===== src/rtl/rdd_pkg.sv =====
package rdd_pkg;
    localparam int unsigned DEF_CNT_W       = 16;
    localparam int unsigned DEF_SYNC_STAGES = 1;

    typedef enum logic [1:0] {
        ACT_HOLD = 2'd0,
        ACT_LOAD = 2'd1,
        ACT_DEC  = 2'd2
    } cnt_action_e;
endpackage


===== src/rtl/rdd_sync_edge.sv =====
module rdd_sync_edge #(
    parameter int unsigned STAGES = rdd_pkg::DEF_SYNC_STAGES
) (
    input  logic clk,
    input  logic rst,
    input  logic level_in,
    output logic rise_pulse
);
    localparam int unsigned PIPE_W = STAGES + 1;

    typedef struct packed {
        logic [PIPE_W-1:0] pipe;
    } edge_state_t;

    edge_state_t st_d, st_q;

    always_comb begin
        st_d      = st_q;
        st_d.pipe = {st_q.pipe[PIPE_W-2:0], level_in};
    end

    always_ff @(posedge clk) begin
        if (rst) begin
            st_q.pipe <= {PIPE_W{1'b1}};
        end else begin
            st_q <= st_d;
        end
    end

    assign rise_pulse = st_q.pipe[STAGES-1] & ~st_q.pipe[STAGES];
endmodule


===== src/rtl/rdd_shadow_reg.sv =====
module rdd_shadow_reg #(
    parameter int unsigned CNT_W = rdd_pkg::DEF_CNT_W
) (
    input  logic             clk,
    input  logic             rst,
    input  logic             wr_en,
    input  logic [CNT_W-1:0] wr_data,
    output logic [CNT_W-1:0] value
);
    typedef struct packed {
        logic [CNT_W-1:0] val;
    } shadow_state_t;

    shadow_state_t st_d, st_q;

    always_comb begin
        st_d = st_q;
        if (wr_en) begin
            st_d.val = wr_data;
        end
    end

    always_ff @(posedge clk) begin
        if (rst) begin
            st_q.val <= '0;
        end else begin
            st_q <= st_d;
        end
    end

    assign value = st_q.val;
endmodule


===== src/rtl/rdd_down_counter.sv =====
module rdd_down_counter
    import rdd_pkg::*;
#(
    parameter int unsigned CNT_W = DEF_CNT_W
) (
    input  logic             clk,
    input  logic             rst,
    input  logic             load,
    input  logic [CNT_W-1:0] load_val,
    input  logic             step_en,
    output logic [CNT_W-1:0] count,
    output logic             is_zero
);
    localparam logic [CNT_W-1:0] ZERO = '0;
    localparam logic [CNT_W-1:0] ONE  = {{(CNT_W-1){1'b0}}, 1'b1};

    typedef struct packed {
        logic [CNT_W-1:0] cnt;
    } cnt_state_t;

    cnt_state_t  st_d, st_q;
    cnt_action_e act;

    always_comb begin
        if (load) begin
            act = ACT_LOAD;
        end else if (step_en && (st_q.cnt != ZERO)) begin
            act = ACT_DEC;
        end else begin
            act = ACT_HOLD;
        end

        st_d = st_q;
        unique case (act)
            ACT_LOAD: st_d.cnt = load_val;
            ACT_DEC:  st_d.cnt = st_q.cnt - ONE;
            default:  st_d.cnt = st_q.cnt;
        endcase
    end

    always_ff @(posedge clk) begin
        if (rst) begin
            st_q.cnt <= ZERO;
        end else begin
            st_q <= st_d;
        end
    end

    assign count   = st_q.cnt;
    assign is_zero = (st_q.cnt == ZERO);
endmodule


===== src/rtl/ramp_delay_dec.sv =====
module ramp_delay_dec #(
    parameter int unsigned CNT_W       = rdd_pkg::DEF_CNT_W,
    parameter int unsigned SYNC_STAGES = rdd_pkg::DEF_SYNC_STAGES
) (
    input  logic             clk,
    input  logic             rst,
    input  logic             shadow_we,
    input  logic [CNT_W-1:0] shadow_wdata,
    input  logic             pwm_sync,
    input  logic             tick_en,
    output logic [CNT_W-1:0] active_val,
    output logic [CNT_W-1:0] shadow_val,
    output logic             at_zero
);
    logic             load_pulse;
    logic [CNT_W-1:0] shadow_q;

    rdd_sync_edge #(
        .STAGES (SYNC_STAGES)
    ) u_edge (
        .clk        (clk),
        .rst        (rst),
        .level_in   (pwm_sync),
        .rise_pulse (load_pulse)
    );

    rdd_shadow_reg #(
        .CNT_W (CNT_W)
    ) u_shadow (
        .clk     (clk),
        .rst     (rst),
        .wr_en   (shadow_we),
        .wr_data (shadow_wdata),
        .value   (shadow_q)
    );

    rdd_down_counter #(
        .CNT_W (CNT_W)
    ) u_count (
        .clk      (clk),
        .rst      (rst),
        .load     (load_pulse),
        .load_val (shadow_q),
        .step_en  (tick_en),
        .count    (active_val),
        .is_zero  (at_zero)
    );

    assign shadow_val = shadow_q;
endmodule


===== config.mk =====
export PLATFORM = sky130hd
export DESIGN_NAME = ramp_delay_dec
export DESIGN_NICKNAME = d
export VERILOG_FILES = /design/src/rtl/rdd_pkg.sv /design/src/rtl/rdd_sync_edge.sv /design/src/rtl/rdd_shadow_reg.sv /design/src/rtl/rdd_down_counter.sv /design/src/rtl/ramp_delay_dec.sv
export SDC_FILE = /design/constraint.sdc
export NUM_CORES = 1
export LEC_CHECK = 0
export BUFFER_PORTS_ARGS = -buffer_cell sky130_fd_sc_hd__buf_2
export CORE_MARGIN = 1
export CORE_UTILIZATION = 27
export CTS_BUF_LIST = sky130_fd_sc_hd__clkbuf_8
export CTS_CLUSTER_SIZE = 8
export DETAILED_ROUTE_END_ITERATION = 8
export PLACE_DENSITY_LB_ADDON = 0.05
export SYNTH_ARGS = -nofsm -noshare
export SYNTH_HDL_FRONTEND = slang
export SYNTH_HIERARCHICAL = 1
export SYNTH_SLANG_ARGS = --single-unit

===== constraint.sdc =====
create_clock -name clk -period 3.8 [get_ports clk]
set_input_delay 0.76 -clock clk [delete_from_list [all_inputs] [get_ports clk]]
set_output_delay 0.76 -clock clk [all_outputs]
set_load 0.1 [all_outputs]

# Word level (Yosys, flattened, before mapping)
# Cells that the tools add are included.
[totals]
mem_bits_ro = 0
ramBits = 0
out_inout_bits = 33
memories = 0
inputBits = 21
latchBits = 0
register_bits = 34
elab_cells = 15
[classes]
reduce_logical = 4
order_cmp = 0
shifts = 0
addsub = 1
bitwise = 2
n_mux = 3
n_div = 0
n_mul = 0
n_eq_ne = 2
[ops]
columns = ["operator", "n"]
rows = [
  ["$pmux 16 s2", 1],
  ["$logic_not 16->1", 1],
  ["$reduce_bool 16->1", 1],
  ["$sub 16x1->16 const B", 1],
  ["$mux 2", 2],
  ["$eq 2x1->1 const B", 1],
  ["$eq 2x2->1 const B", 1],
  ["$reduce_bool 2->1", 1],
  ["$and 1x1->1", 1],
  ["$logic_and 1x1->1", 1],
  ["$not 1->1", 1],
]

# Logic depth before layout (Yosys ltp)
[logic_depth]
ltp_word = 6
depth_mapped = 8
depth_no_buf = 7

# Modules after synthesis
# The synthesis kept the hierarchy.
[modules_own_cells]
columns = ["module", "area_per_inst_um2", "seq_area_each_um2", "cells_per_inst", "n_inst"]
rows = [
  ["rdd_down_counter", 948.4, 320.3, 113, 1],
  ["rdd_shadow_reg", 580.6, 320.3, 52, 1],
  ["rdd_sync_edge", 58.8, 40.0, 5, 1],
]

# Least setup slack after synthesis
# Ideal clock, no wire load.
[synth_path]
path_kind = "reg2out"
from = "reg u_count.st_q, in the netlist u_count/count[10]"
to = "out at_zero"
t_required_ns = 3.040
stages_incl_launch_ff = 5
n_path_buf = 1
arrival_ns = 2.611
setup_slack_ns = 0.429
cell_sequence = "dfxtp_1 or4_4 nor4b_4 buf_4 and2_1"
[synth_between]
elab_chain_cells = 1
[synth_lines]
columns = ["element", "line", "source"]
rows = [
  ["from (decl)", "rdd_down_counter.sv:21", "cnt_state_t st_d, st_q;"],
  ["from (signal assigned)", "rdd_down_counter.sv:45", "st_q <= st_d;"],
  ["$logic_not 16->1", "rdd_down_counter.sv:50", "assign is_zero = (st_q.cnt == ZERO);"],
  ["to (decl)", "ramp_delay_dec.sv:13", "output logic at_zero"],
]
# No other way between the ends.

# Worst setup path in the final report
[layout_path]
from = "reg u_count.st_q, in the netlist u_count/count[0]"
to = "out at_zero"
# Same word-level chain as after synthesis.

==> reports/qor.yml <==
clock_network:
  cts_setup_buffers: 0
  post_cts_resized: 0
  cts-buffers-inserted: 5
  worstSkewPairLatency_ns: 0.27
  cts_hold_buffers: 0
  htreeDepth: 2
  cts_tree: "done"
  clk_pin_slew_worst_paths_ns: 0.07
  clockBufferDepth: 2
  cts.sinks: 34
  cts-root-buf: "clkbuf_8"
die:
  fp.dieW_um: 78.7
  core_area_um2: 5570
  io_pins: 54
  rows: 27
  dieArea_um2: 6190
  start_util: 0.285
  die_y_um: 78.7
logic_synthesis:
  syn_inst: 170
  synthXorXnorAreaFrac: 0.0552
  synth-async-reset-ratio: 0
  syn-cell-area_um2: 1590
  yosys.area_share.simple: 0.218
  ys_top_cells_by_count: "dfxtp_1, nor2_1, mux2i_1"
  synth.avg_cell_area_um2: 9.34
  synthMuxAreaShare: 0.120
  synth_adder_area_share: 0.00788
  synth_fp_nets: 192
  ys_seq_elements: 34
  synth_compound_area_frac: 0.119
  yosysTopAreaCellShare: 0.429
  synth_ff_type: "dfxtp_1"
  synth_top_family_by_area: "simple AND/OR/NAND/NOR gates"
  synth_edf_count: 0
  synth_cell_types: 34
  ys_seq_area_frac: 0.429
  synth_warnings: 6
  synth_top_cell_by_area: "dfxtp_1"
  netlist_top_cells_area: "dfxtp_1, mux2i_1, nor2_1, a211oi_1, xnor2_1"
route:
  final_antenna_net_count: 0
  drtIter0Drc: 34
  post_drt_wl_per_cell_um: 13.5
  drtPass1Iterations: 5
  wl_um: 3950
  vias: 1355
  via_per_inst: 4.64
  route.detailed.drc: 0
global_route:
  grt_max_degree: 35
  grt_usage: 0.136
  antenna_found_initial: 0
  grt_pass1_wl_um: 6400
  grt_pass1_vias: 1302
  grt.overflow.total: 0
timing:
  setup_ws_ns: 0.947
  max_freq_mhz: 350
  tightest_slew_ns: 0.636
  min_period_ns: 2.85
  max_slew_margin: 0.576
  hold_viol: 0
  skew_ns: 0.00610
  drv_slew: 0
  fin_crit_sh: 0.751
  finalSetupTns_ns: 0
  rsz0062_at_grt: "false"
  setup_viol: 0
place:
  portBuffers: 53
  gp_congestion: 0.750
  dpl_cell_area_um2: 1880
  place_ws_ns: 1.26
  hpwlAfterDp_um: 2890
setup_path:
  end_kind: "output port"
  crit_slowest_cell: "buf_2"
  crit_path_start_kind: "flip-flop"
  path_max_fanout: 4
  required_ns: 3.04
  slowest_delay_ns: 0.42
  critPathKind: "flip-flop to output port"
  worstPathArrival_ns: 2.09
  worstPathCellList: "inv_1 > ha_1 > nor3b_1 > nor4b_4 > and2_1 > buf_2"
pwr:
  powerDensity_nw_per_um2: 780
  ir_drop_mv: 0.267
  total_power_mw: 1.53
  leakagePower_nw: 0.880
run_status:
  status: "complete, no violations"
finish:
  drive_gt1_frac: 0.300
  fill_cells: 608
  fin_nets: 243
  insertedDiodeCount: 0
  area_growth_syn_to_layout_pct: 23.9
  design_area_um2: 1970
job:
  drv_cap: 0
hold_path:
  hp-class: "flip-flop to flip-flop"
-- critical path: cells and delay by family (launching register included) --
kind | cells | cell delay (ns)
simple gates | 3 | 0.78
buf+inv | 2 | 0.48
flops | 1 | 0.34
fa+ha+maj | 1 | 0.20
-- metal layers --
layer  track usage  wire (um)  up-vias
li1              -          -      695
met1         0.174       1970      628
met2         0.211       1730       30
met3        0.0430        225        2
met4        0.0500         25        0
met5             0          0        -
-- power breakdown --
| group | internal [mW] | switching, mW |
|---|---|---|
| Combinational | 0.199 | 0.607 |
| Clock | 0.140 | 0.120 |
| Sequential | 0.408 | 0.0599 |
| Total | 0.747 | 0.787 |
-- stage by stage --
stage	cells	utilization	hold slack, ns
after floorplan	170	-	0.402
after global placement	286	0.338	0.407
after detailed placement	286	0.338	0.426
after CTS	292	0.353	0.445
after global routing	292	0.353	0.477
final	292	0.353	0.437
-- layout make-up --
class                      instances  area [um^2]  area share
sequential                        34          681       0.346
timing repair buffer              54          273       0.139
multi-input combinational        122          826       0.420
tap                               72         90.1      0.0458
clock buffer                       6         82.6      0.0420
inverter                           4         15.0     0.00763
-- path summary, 6_finish.rpt --
| check | to | slack [ns] | from | depth (start not counted) |
|---|---|---|---|---|
| max | at_zero | 0.95 | u_count/count[0] | 6 |
| min | u_edge/st_q[1] | 0.44 | u_edge/st_q[0] | 1 |
| max reg2reg | u_count/count[6] | 1.76 | u_count/count[0] | 8 |
| min reg2reg | u_edge/st_q[1] | 0.44 | u_edge/st_q[0] | 1 |
-- kinds of logic after synthesis --
kind of cell,count (synthesis)
multiplexers,19
adder cells (fa/ha/maj),1
flip-flops,34
AND/OR/NAND/NOR,66
buffers and inverters,14
XOR/XNOR,10
AO/OA/AOI/OAI,26
-- sequential cells by signal, summed over array words and instances, names as in the netlist --
| name | count |
|---|---|
| u_edge/st_q | 2 |
| u_count/count | 16 |
| u_shadow/value | 16 |
-- placed cells by master (no fill, tap or decap), types with 2 or more instances in the layout --
master	synthesis	routed
nand2_1	4	4
clkbuf_8	0	6
xnor2_1	10	10
nor3b_1	2	2
nor3_2	2	2
nand3b_1	2	2
a211oi_1	16	16
nor3_1	6	6
inv_1	3	3
nor4_1	4	4
nor2_1	34	34
a21oi_1	6	6
nor2b_1	2	2
or2_1	2	2
buf_2	1	53
mux2i_1	19	19
dfxtp_1	34	34
nand3_1	2	2
No activity file was read; power rests on OpenSTA's default activity.
